`config.mk`:
```
export PLATFORM = sky130hd
export DESIGN_NAME = sqf_unit
export DESIGN_NICKNAME = d
export VERILOG_FILES = /design/src/rtl/sqf_pkg.sv /design/src/rtl/sqf_store_array.sv /design/src/rtl/sqf_overlap_cmp.sv /design/src/rtl/sqf_pick.sv /design/src/rtl/sqf_unit.sv
export SDC_FILE = /design/constraint.sdc
export NUM_CORES = 2
export LEC_CHECK = 0
export CAP_MARGIN = 20
export CELL_PAD_IN_SITES_DETAIL_PLACEMENT = 1
export CELL_PAD_IN_SITES_GLOBAL_PLACEMENT = 2
export CORE_MARGIN = 1.5
export CORE_UTILIZATION = 43
export DETAILED_ROUTE_END_ITERATION = 8
export DONT_BUFFER_PORTS = 1
export PLACE_DENSITY = 0.93
export SLEW_MARGIN = 0
export SYNTH_ARGS = -nofsm -noshare
export SYNTH_HDL_FRONTEND = slang
export SYNTH_SLANG_ARGS = --single-unit
export TNS_END_PERCENT = 20
```
`constraint.sdc`:
```
create_clock -name clk -period 16.35 [get_ports clk]
set_clock_uncertainty 0.1 [all_clocks]
set_input_delay 0 -clock clk [delete_from_list [all_inputs] [get_ports clk]]
set_output_delay 0 -clock clk [all_outputs]
set_load 0.02 [all_outputs]
```
`src/rtl/sqf_pkg.sv`:
```
package sqf_pkg;

    typedef enum logic [1:0] {
        OV_NONE = 2'd0,
        OV_FULL = 2'd1,
        OV_PART = 2'd2
    } overlap_e;

endpackage

```
`src/rtl/sqf_store_array.sv`:
```
module sqf_store_array #(
    parameter int DEPTH      = 8,
    parameter int ADDR_W     = 16,
    parameter int SEQ_W      = 16,
    parameter int DATA_BYTES = 8,
    localparam int IDX_W     = $clog2(DEPTH),
    localparam int SIZE_W    = $clog2(DATA_BYTES + 1),
    localparam int DATA_W    = 8 * DATA_BYTES
) (
    input  logic              clk,
    input  logic              rst_n,
    input  logic              alloc_en,
    input  logic [IDX_W-1:0]  alloc_idx,
    input  logic [SEQ_W-1:0]  alloc_seq,
    input  logic              wr_en,
    input  logic [IDX_W-1:0]  wr_idx,
    input  logic [ADDR_W-1:0] wr_addr,
    input  logic [SIZE_W-1:0] wr_size,
    input  logic [DATA_W-1:0] wr_data,
    input  logic              wr_uncached,
    output logic [ADDR_W-1:0] e_addr [DEPTH],
    output logic [SIZE_W-1:0] e_size [DEPTH],
    output logic [DATA_W-1:0] e_data [DEPTH],
    output logic              e_unc  [DEPTH],
    output logic [SEQ_W-1:0]  e_seq  [DEPTH]
);

    typedef struct packed {
        logic [ADDR_W-1:0] addr;
        logic [SIZE_W-1:0] size;
        logic [DATA_W-1:0] data;
        logic              unc;
        logic [SEQ_W-1:0]  seq;
    } slot_t;

    slot_t [DEPTH-1:0] slot_d, slot_q;

    always_comb begin
        slot_d = slot_q;
        if (alloc_en) begin
            slot_d[alloc_idx].size = '0;
            slot_d[alloc_idx].seq  = alloc_seq;
        end
        if (wr_en) begin
            slot_d[wr_idx].addr = wr_addr;
            slot_d[wr_idx].size = wr_size;
            slot_d[wr_idx].data = wr_data;
            slot_d[wr_idx].unc  = wr_uncached;
        end
    end

    always_ff @(posedge clk) begin
        if (!rst_n) slot_q <= '0;
        else        slot_q <= slot_d;
    end

    for (genvar g = 0; g < DEPTH; g++) begin : g_out
        assign e_addr[g] = slot_q[g].addr;
        assign e_size[g] = slot_q[g].size;
        assign e_data[g] = slot_q[g].data;
        assign e_unc[g]  = slot_q[g].unc;
        assign e_seq[g]  = slot_q[g].seq;
    end

endmodule

```
`src/rtl/sqf_overlap_cmp.sv`:
```
module sqf_overlap_cmp
    import sqf_pkg::*;
#(
    parameter int ADDR_W = 16,
    parameter int SIZE_W = 4,
    localparam int EW    = ADDR_W + 1
) (
    input  logic [ADDR_W-1:0] ld_addr,
    input  logic [SIZE_W-1:0] ld_size,
    input  logic [ADDR_W-1:0] st_addr,
    input  logic [SIZE_W-1:0] st_size,
    output overlap_e          kind
);

    logic [EW-1:0] ld_lo, ld_hi, st_lo, st_hi;
    logic          covers, touches;

    always_comb begin
        ld_lo   = EW'(ld_addr);
        ld_hi   = ld_lo + EW'(ld_size);
        st_lo   = EW'(st_addr);
        st_hi   = st_lo + EW'(st_size);
        covers  = (ld_lo >= st_lo) && (ld_hi <= st_hi);
        touches = (ld_lo < st_hi) && (ld_hi > st_lo);
        if (covers)       kind = OV_FULL;
        else if (touches) kind = OV_PART;
        else              kind = OV_NONE;
    end

endmodule

```
`src/rtl/sqf_pick.sv`:
```
module sqf_pick
    import sqf_pkg::*;
#(
    parameter int DEPTH  = 8,
    localparam int IDX_W = $clog2(DEPTH)
) (
    input  overlap_e          kind     [DEPTH],
    input  logic              eligible [DEPTH],
    input  logic [IDX_W-1:0]  ld_sq_pos,
    input  logic [IDX_W-1:0]  wb_ptr,
    output logic              hit,
    output logic              hit_full,
    output logic [IDX_W-1:0]  hit_idx
);

    logic [IDX_W-1:0] span;
    logic [IDX_W-1:0] idx;

    always_comb begin
        span     = ld_sq_pos - wb_ptr;
        hit      = 1'b0;
        hit_full = 1'b0;
        hit_idx  = '0;
        idx      = '0;
        for (int k = 0; k < DEPTH; k++) begin
            idx = ld_sq_pos - IDX_W'(k + 1);
            if (!hit && (k < int'(span)) && eligible[idx] && (kind[idx] != OV_NONE)) begin
                hit      = 1'b1;
                hit_full = (kind[idx] == OV_FULL);
                hit_idx  = idx;
            end
        end
    end

endmodule

```
`src/rtl/sqf_unit.sv`:
```
module sqf_unit
    import sqf_pkg::*;
#(
    parameter int DEPTH      = 8,
    parameter int ADDR_W     = 16,
    parameter int SEQ_W      = 16,
    parameter int DATA_BYTES = 8,
    localparam int IDX_W     = $clog2(DEPTH),
    localparam int SIZE_W    = $clog2(DATA_BYTES + 1),
    localparam int OFF_W     = $clog2(DATA_BYTES),
    localparam int DATA_W    = 8 * DATA_BYTES
) (
    input  logic              clk,
    input  logic              rst_n,
    input  logic              alloc_en,
    input  logic [IDX_W-1:0]  alloc_idx,
    input  logic [SEQ_W-1:0]  alloc_seq,
    input  logic              wr_en,
    input  logic [IDX_W-1:0]  wr_idx,
    input  logic [ADDR_W-1:0] wr_addr,
    input  logic [SIZE_W-1:0] wr_size,
    input  logic [DATA_W-1:0] wr_data,
    input  logic              wr_uncached,
    input  logic [IDX_W-1:0]  wb_ptr,
    input  logic              ld_req,
    input  logic [ADDR_W-1:0] ld_addr,
    input  logic [SIZE_W-1:0] ld_size,
    input  logic [IDX_W-1:0]  ld_sq_pos,
    output logic              fwd_valid,
    output logic [DATA_W-1:0] fwd_data,
    output logic              stall_valid,
    output logic [SEQ_W-1:0]  stall_seq,
    output logic              mem_valid,
    output logic [IDX_W-1:0]  hit_idx
);

    logic [ADDR_W-1:0] e_addr [DEPTH];
    logic [SIZE_W-1:0] e_size [DEPTH];
    logic [DATA_W-1:0] e_data [DEPTH];
    logic              e_unc  [DEPTH];
    logic [SEQ_W-1:0]  e_seq  [DEPTH];

    sqf_store_array #(
        .DEPTH(DEPTH), .ADDR_W(ADDR_W), .SEQ_W(SEQ_W), .DATA_BYTES(DATA_BYTES)
    ) store_i (
        .clk(clk), .rst_n(rst_n),
        .alloc_en(alloc_en), .alloc_idx(alloc_idx), .alloc_seq(alloc_seq),
        .wr_en(wr_en), .wr_idx(wr_idx), .wr_addr(wr_addr), .wr_size(wr_size),
        .wr_data(wr_data), .wr_uncached(wr_uncached),
        .e_addr(e_addr), .e_size(e_size), .e_data(e_data), .e_unc(e_unc), .e_seq(e_seq)
    );

    overlap_e kind     [DEPTH];
    logic     eligible [DEPTH];

    for (genvar g = 0; g < DEPTH; g++) begin : g_cmp
        sqf_overlap_cmp #(.ADDR_W(ADDR_W), .SIZE_W(SIZE_W)) cmp_i (
            .ld_addr(ld_addr), .ld_size(ld_size),
            .st_addr(e_addr[g]), .st_size(e_size[g]),
            .kind(kind[g])
        );
        assign eligible[g] = (e_size[g] != '0) && !e_unc[g];
    end

    logic             sel_hit, sel_full;
    logic [IDX_W-1:0] sel_idx;

    sqf_pick #(.DEPTH(DEPTH)) pick_i (
        .kind(kind), .eligible(eligible),
        .ld_sq_pos(ld_sq_pos), .wb_ptr(wb_ptr),
        .hit(sel_hit), .hit_full(sel_full), .hit_idx(sel_idx)
    );

    typedef struct packed {
        logic              fwd;
        logic [DATA_W-1:0] data;
        logic              stall;
        logic [SEQ_W-1:0]  seq;
        logic              mem;
        logic [IDX_W-1:0]  idx;
    } res_t;

    res_t              res_d, res_q;
    logic [SIZE_W-1:0] size_m1;
    logic [OFF_W-1:0]  byte_off;
    logic [DATA_W-1:0] aligned;

    always_comb begin
        size_m1  = e_size[sel_idx] - SIZE_W'(1);
        byte_off = ld_addr[OFF_W-1:0] & size_m1[OFF_W-1:0];
        aligned  = e_data[sel_idx] >> {byte_off, 3'b000};
        for (int b = 0; b < DATA_BYTES; b++) begin
            if (SIZE_W'(b) >= ld_size) aligned[b*8 +: 8] = 8'h00;
        end

        res_d = '0;
        if (ld_req) begin
            if (!sel_hit) begin
                res_d.mem = 1'b1;
            end else if (sel_full) begin
                res_d.fwd  = 1'b1;
                res_d.data = aligned;
                res_d.idx  = sel_idx;
            end else begin
                res_d.stall = 1'b1;
                res_d.seq   = e_seq[sel_idx];
                res_d.idx   = sel_idx;
            end
        end
    end

    always_ff @(posedge clk) begin
        if (!rst_n) res_q <= '0;
        else        res_q <= res_d;
    end

    assign fwd_valid   = res_q.fwd;
    assign fwd_data    = res_q.data;
    assign stall_valid = res_q.stall;
    assign stall_seq   = res_q.seq;
    assign mem_valid   = res_q.mem;
    assign hit_idx     = res_q.idx;

endmodule

```
# Yosys cells after proc, flatten, opt, wreduce, memory -nomap -nowiden
# Cells that the tools add are included.
[classes]
addsub = 18
multipliers = 0
n_div = 0
n_lt_le_gt_ge = 59
eq_ne = 7
shifts = 1
muxes = 119
bitwise_logic = 13
reduce_logical = 86
[ops]
columns = ["operator", "n"]
rows = [
  ["808-bit bitwise mux", 6],
  ["101-bit demux with 3-bit select", 6],
  ["808-bit two-way mux", 2],
  ["64-bit binary-select mux with 3-bit select", 1],
  ["85-bit two-way mux", 2],
  ["16-bit by 4-bit adder with 17-bit output", 9],
  ["17-bit by 16-bit > comparator with 1-bit output", 8],
  ["17-bit less-or-equal comparator", 8],
  ["16-bit by 17-bit < comparator with 1-bit output", 8],
  ["16-bit >= comparator", 8],
  ["64-bit two-way mux", 2],
  ["101-bit two-way mux", 1],
  ["81-bit two-way mux", 1],
  ["65-bit two-way mux", 1],
  ["8-bit two-way mux", 8],
  ["64-bit by 6-bit right shift with 64-bit output", 1],
  ["2-bit two-way mux", 30],
  ["16-bit binary-select mux with 3-bit select", 1],
  ["16-bit two-way mux", 3],
  ["1-bit logical AND", 46],
  ["2-bit binary-select mux with 3-bit select", 7],
  ["5-bit OR reduction", 8],
  ["17-bit two-way mux", 2],
  ["4-bit >= comparator, second input constant", 8],
  ["other kinds (26)", 126],
]
[word_totals]
reg_bits = 894
latch_bits = 0
mem_bits_rw = 0
romBits = 0
inputBits = 138
output_inout_bits = 86
wordCells = 356
n_memories = 0

# Depth between registers and ports, before layout
[depth]
ltp_word = 50
ltp_mapped = 41
ltp_nobuf = 33

# By module
# From an unflattened synthesis, not the netlist that was laid out.
[hier_totals]
cells_unflattened = 6711
area_unflattened_um2 = 57978.1
[by_module_without_submodules]
columns = ["module", "instances", "cells_each", "area_each_um2", "seq_area_each_um2"]
rows = [
  ["sqf_store_array", 1, 3614, 30668.2, 16175.5],
  ["sqf_unit", 1, 814, 8848.5, 1721.7],
  ["sqf_overlap_cmp at g_cmp[0].cmp_i ...", 4, 265, 2139.6, 0.0],
  ["sqf_overlap_cmp at g_cmp[2].cmp_i ...", 3, 265, 2084.5, 0.0],
  ["sqf_overlap_cmp at g_cmp[6].cmp_i", 1, 267, 2097.0, 0.0],
  ["sqf_pick", 1, 161, 1552.7, 0.0],
]

# Least setup slack after synthesis
# OpenSTA, ideal clock, no wires.
[synth_timing]
path_kind = "input to register"
from = "input port ld_addr[0]"
to = "register res_q, in the netlist fwd_data[5]"
setup_time_ns = 0.120
t_arrival_ns = 8.096
t_required_ns = 16.130
path_slack_ns = 8.034
cell_stages = 36
n_path_buf = 11
path_cell_list = "ha_1 fa_1 a211oi_1 or3_1 buf_2 nor2_1 xor2_1 ha_1 a21o_1 nand3_1 a21oi_1 o31a_1 a211oi_1 and2b_1 a211oi_1 a2111oi_4 nor2_2 nor4b_4 a32o_1 buf_6 buf_6 buf_4 buf_4 buf_2 buf_4 buf_4 mux2i_1 nand2_1 a31oi_1 ha_1 nor2b_1 clkbuf_1 clkbuf_1 buf_1 o21ai_0 a211o_1"
[synth_via]
elab_chain_len = 48
elab_cells_between_ends = 159
classes_between = "add/sub (2); order compare (32); eq/ne (7); shift (1); mux (64); bitwise (4); reduce/logical (49)"
[synth_lines]
columns = ["element", "line_no", "source"]
rows = [
  ["start, declared", "sqf_unit.sv:26", "input logic [ADDR_W-1:0] ld_addr,"],
  ["16-bit by 4-bit adder with 17-bit output", "sqf_overlap_cmp.sv:20", "ld_hi = ld_lo + EW'(ld_size);"],
  ["17-bit by 16-bit > comparator with 1-bit output", "sqf_overlap_cmp.sv:24", "touches = (ld_lo < st_hi) && (ld_hi > st_lo);"],
  ["1-bit logical AND", "sqf_overlap_cmp.sv:24", ""],
  ["2-bit two-way mux", "sqf_overlap_cmp.sv:26", "else if (touches) kind = OV_PART;"],
  ["2-bit two-way mux", "sqf_overlap_cmp.sv:25", "if (covers) kind = OV_FULL;"],
  ["2-bit binary-select mux with 3-bit select", "sqf_pick.sv:27, sqf_pick.sv:29", ""],
  ["2-bit two-way mux (not written as such) (2 in a row)", "sqf_pick.sv:27, sqf_pick.sv:29", ""],
  ["2-bit nonzero test", "sqf_pick.sv:27", "if (!hit && (k < int'(span)) && eligible[idx] && (kind[idx] != OV_NONE)) begin"],
  ["[28 not listed]", "-", ""],
  ["1-bit logical AND (3 in a row)", "sqf_pick.sv:27", ""],
  ["3-bit two-way mux", "sqf_pick.sv:27", ""],
  ["3-bit NOT with 4-bit output (not written as such)", "sqf_unit.sv:89, sqf_unit.sv:91", ""],
  ["4-bit binary-select mux with 3-bit select", "sqf_unit.sv:89", "size_m1 = e_size[sel_idx] - SIZE_W'(1);"],
  ["3-bit two-way mux (not written as such) (2 in a row)", "sqf_unit.sv:89", ""],
  ["3-bit by 1-bit subtractor with 3-bit output", "sqf_unit.sv:89", ""],
  ["3-bit bitwise AND", "sqf_unit.sv:90", "byte_off = ld_addr[OFF_W-1:0] & size_m1[OFF_W-1:0];"],
  ["64-bit by 6-bit right shift with 64-bit output", "sqf_unit.sv:91", "aligned = e_data[sel_idx] >> {byte_off, 3'b000};"],
  ["end signal, assigned", "sqf_unit.sv:114", "else res_q <= res_d;"],
  ["end, declared", "sqf_unit.sv:83", "res_t res_d, res_q;"],
]
# Several ways; a longest one is shown, not always the timed one. The select of a mux whose other input is x is not followed.
# A chain may end at the register's enable or synchronous reset.

# Worst setup path in the final report
[layout_timing]
from = "register store_i.slot_q, in the netlist store_i.e_size[28]"
to = "register res_q, in the netlist fwd_data[15]"
[layout_via]
elab_chain_len = 48
elab_cells_between_ends = 125
classes_between = "add/sub (2); order compare (2); eq/ne (7); shift (1); mux (71); bitwise (4); reduce/logical (38)"
[layout_lines]
columns = ["element", "line_no", "source"]
rows = [
  ["start, declared", "sqf_store_array.sv:36", "slot_t [DEPTH-1:0] slot_d, slot_q;"],
  ["start signal, assigned", "sqf_store_array.sv:54", "else slot_q <= slot_d;"],
  ["16-bit by 4-bit adder with 17-bit output", "sqf_overlap_cmp.sv:22", "st_hi = st_lo + EW'(st_size);"],
  ["16-bit by 17-bit < comparator with 1-bit output", "sqf_overlap_cmp.sv:24", ""],
  ["1-bit logical AND", "sqf_overlap_cmp.sv:24", ""],
  ["2-bit two-way mux", "sqf_overlap_cmp.sv:26", ""],
  ["2-bit two-way mux", "sqf_overlap_cmp.sv:25", ""],
  ["2-bit binary-select mux with 3-bit select", "sqf_pick.sv:27, sqf_pick.sv:29", ""],
  ["2-bit two-way mux (not written as such) (2 in a row)", "sqf_pick.sv:27, sqf_pick.sv:29", ""],
  ["2-bit nonzero test", "sqf_pick.sv:27", ""],
  ["[28 not listed]", "-", ""],
  ["1-bit logical AND (3 in a row)", "sqf_pick.sv:27", ""],
  ["3-bit two-way mux", "sqf_pick.sv:27", ""],
  ["3-bit NOT with 4-bit output (not written as such)", "sqf_unit.sv:89, sqf_unit.sv:91", ""],
  ["4-bit binary-select mux with 3-bit select", "sqf_unit.sv:89", ""],
  ["3-bit two-way mux (not written as such) (2 in a row)", "sqf_unit.sv:89", ""],
  ["3-bit by 1-bit subtractor with 3-bit output", "sqf_unit.sv:89", ""],
  ["3-bit bitwise AND", "sqf_unit.sv:90", ""],
  ["64-bit by 6-bit right shift with 64-bit output", "sqf_unit.sv:91", ""],
]
# Several ways; a longest one is shown, not always the timed one. The select of a mux whose other input is x is not followed.

==> results.cfg <==
[drt]
drc_errors = 0
postRouteAntennaNets = 0
wirelength_um = 224000
firstDrtPassIters = 5
viasPerCell = 6.03
drt_iter0_drc = 4082
wl_per_cell_um = 25.7
vias = 52600

[synth]
synthesis.nets = 7710
synth_top_cell_by_area = dfxtp_1
syn_area_sq_mm = 0.0569
synth_edf_count = 0
synth_cell_types = 101
synth_cells = 7010
yosysSeqAreaShare_pct = 31.4
synth_area_per_cell_sq_um = 8.12
synth_area_leaders = dfxtp_1, nand2_1, ha_1, a21boi_0, mux2i_1
async_reset_ff_share_pct = 0
synth-seq-cells = 894
synth_ff_type = dfxtp_1
synth_top_cell_area_share_pct = 31.4
yosys_warnings = 0

[floorplan]
die_area_sq_mm = 0.135
ioPinCount = 224
core_area_sq_mm = 0.131
dieHeight_um = 367
dieWidth_um = 367
rows = 133
initial_core_util_pct = 43.3

[power]
p_clk_share_pct = 38.2
p_int_mw = 4.14
ir_drop_uv = 89.6
pwr-share-seq_pct = 36.0
p_comb_share_pct = 25.8
leakagePower_nw = 22.8
switchingPower_mw = 2.14
switching_share_pct = 34.1
total_power_mw = 6.28
powerDensity_mw_per_mm2 = 99.8

[setup_path]
required_ns = 16.91
cp.depth = 28
cp.arrival_ns = 11.65
crit_family = simple AND/OR/NAND/NOR gates
ff2ff_path_depth = 28
critPathKind = reg -> reg
cp-end-kind = flip-flop
cpMostUsedCell = ha_1
cp_max_fo = 120
critPathMaxStageDelay_ns = 1.05
startpoint_type = flip-flop
crit_slowest_cell = nor3_1
crit_buf_inv = 1

[finish]
fill_cells = 15700
fin_nets = 7572
multi_input_area_sq_mm = 0.0363
regArea_sq_mm = 0.0179
drive_gt1_share_pct = 6.24
area_growth_pct = 10.6
fin_util_pct = 47.9
instances_no_fill = 8725

[global_route]
antenna_found_initial = 24
grt_max_degree = 805
grt_pass1_vias = 53900
grt_first_pass_wirelength_um = 339000
track_usage_pct = 32.5
overflow = 0

[clock_network]
post-cts-setup-buffers = 0
cts_hold_buffers = 168
clk_latency_ns = 0.74
cts-root-buf = clkbuf_16
cts_resized = 0
clkTransAtPathRegs_ns = 0.06
cts_tree = done
cts_sinks = 894
cts_htree_levels = 3
numCtsBuffers = 101
clockBufferDepth = 3

[hold_path]
hold_path_depth = 3
hold_path.class = in -> reg

[timing]
finalHoldViolations = 0
period_minus_slack_ns = 11.09
min_period_over_period_pct = 67.8
rsz0062_at_grt = false
worst_pin_slew_ns = 1.33
final-setup-viol-count = 0
setup_ws_ns = 5.26
timing.fmax_mhz = 90.2
tns_ns = 0
finalMaxSlewViolations = 0
slew_headroom_pct = 11.3

[outcome]
outcome = complete, no violations

[job]
cap_violations = 0

[placement]
hpwl_um = 150000
portBuffers = 0
place_inst = 8351
pre_cts_ws_ns = 5.40
gp_congestion = 0.953
-- worst register-to-register path, delay by kind of cell, from the launching register on --
| kind | cells | cell delay, ns |
|---|---|---|
| flip-flops | 1 | 0.49 |
| adder cells (fa/ha/maj) | 4 | 1.15 |
| buffers and inverters | 1 | 0.73 |
| AND/OR/NAND/NOR | 12 | 5.87 |
| AO/OA/AOI/OAI | 10 | 2.59 |
| XOR/XNOR | 1 | 0.11 |
-- state kept, by name, indices dropped and copies added, names as in the netlist --
register        cells
stall_seq          16
store_i.e_addr    128
hit_idx             3
mem_valid           1
store_i.e_data    512
fwd_data           64
store_i.e_seq     128
store_i.e_unc       8
store_i.e_size     32
stall_valid         1
fwd_valid           1
-- metrics by stage --
stage / area [sq um] / hold slack (ns)
3_5_place_dp: 57600 / 0.0230
3_3_place_gp: 57600 / 0.0185
5_1_grt: 62900 / 0.0296
4_1_cts: 62800 / 0.000105
6_report: 62900 / 0.0196
2_1_floorplan: 56900 / 0.0138
-- power by group through the flow --
stage               Sequential (mW)  Combinational (mW)  Clock [mW]
floorplan                      2.30                1.08           0
global placement               2.31                1.44           0
detailed placement             2.31                1.47           0
CTS                            2.26                1.59        2.43
global route                   2.27                1.72        2.51
finish                         2.26                1.62        2.40
-- metal layers --
| metal | vias to the layer above | track usage, % | wire, um | share of wire (%) |
|---|---|---|---|---|
| li1 | 24100 | - | - | - |
| met1 | 26300 | 40.8 | 93900 | 42 |
| met2 | 1683 | 52.8 | 101000 | 45 |
| met3 | 484 | 7.00 | 17200 | 7.7 |
| met4 | 10 | 15.4 | 11400 | 5.1 |
| met5 | - | 0 | 83 | 0.037 |
-- cells by family (layout without fill, tap and decap cells) --
group,after synthesis,count (layout),share of synthesized area (%)
AND/OR/NAND/NOR,2721,2721,20.4
AO/OA/AOI/OAI,1619,1619,20.1
flip-flops,894,894,31.4
buffers and inverters,660,605,5.30
adder cells (fa/ha/maj),562,562,12.5
multiplexers,425,425,8.26
XOR/XNOR,129,129,1.99
other,0,15,0
-- worst paths after layout --
kind	startpoint	endpoint	slack, ns
max	store_i.e_size[28]$_SDFF_PN0_	fwd_data[15]$_SDFF_PP0_	5.26
min	wr_en	store_i.e_addr[77]$_SDFFE_PN0P_	0.02
max reg2reg	store_i.e_size[28]$_SDFF_PN0_	fwd_data[15]$_SDFF_PP0_	5.26
min reg2reg	store_i.e_data[467]$_SDFFE_PN0P_	store_i.e_data[467]$_SDFFE_PN0P_	0.36
-- cell usage in the layout, fill, tap and decap left out, drive strengths merged, types with 74 or more instances in the layout --
| cell type | synthesis | final |
|---|---|---|
| nand4 | 92 | 92 |
| nand2 | 1865 | 1865 |
| o21ai | 177 | 177 |
| buf | 191 | 81 |
| mux2 | 77 | 77 |
| nand3 | 260 | 260 |
| nor2b | 76 | 76 |
| ha | 552 | 552 |
| a21o | 83 | 83 |
| mux2i | 320 | 320 |
| inv | 167 | 169 |
| a21boi | 785 | 785 |
| a21oi | 229 | 229 |
| dfxtp | 894 | 894 |
| clkbuf | 300 | 152 |
| xnor2 | 115 | 115 |
| dlygate4sd3 | 0 | 168 |
| nor2 | 198 | 198 |
| a211oi | 74 | 74 |
-- synthesized netlist by cell type (8+ instances only) --
master,number
o21a_1,21
buf_6,9
a2111oi_0,9
fa_1,10
o21ai_0,166
nor2b_1,76
clkbuf_2,11
o211ai_1,25
nand3b_1,9
clkbuf_1,289
o221ai_1,21
o21ai_1,11
or3_1,13
a22oi_1,47
a21oi_1,228
o31ai_1,10
nor3_1,70
a21o_1,83
mux2_2,76
nand2b_1,26
a211oi_1,73
a21boi_0,784
nor2_1,193
a221oi_1,10
xor2_1,14
ha_1,552
and4_1,18
a311oi_1,8
and2_1,15
a31oi_1,21
and3_1,27
buf_2,44
nor4_1,25
mux2i_1,320
nand4_1,92
buf_4,106
dfxtp_1,894
xnor2_1,115
inv_1,165
a211o_1,12
mux4_2,28
buf_1,32
o21bai_1,12
nand3_1,259
nand2_1,1864
-- area by class of cell --
cell class                 instances  area share [%]
tap                             1755            3.49
clock inverter                    35           0.700
clock buffer                     151            4.81
antenna                           15          0.0596
inverter                         169            1.01
sequential                       894            28.4
timing repair buffer             250            3.84
multi-input combinational       5456            57.7
No activity file was read; power rests on OpenSTA's default activity.
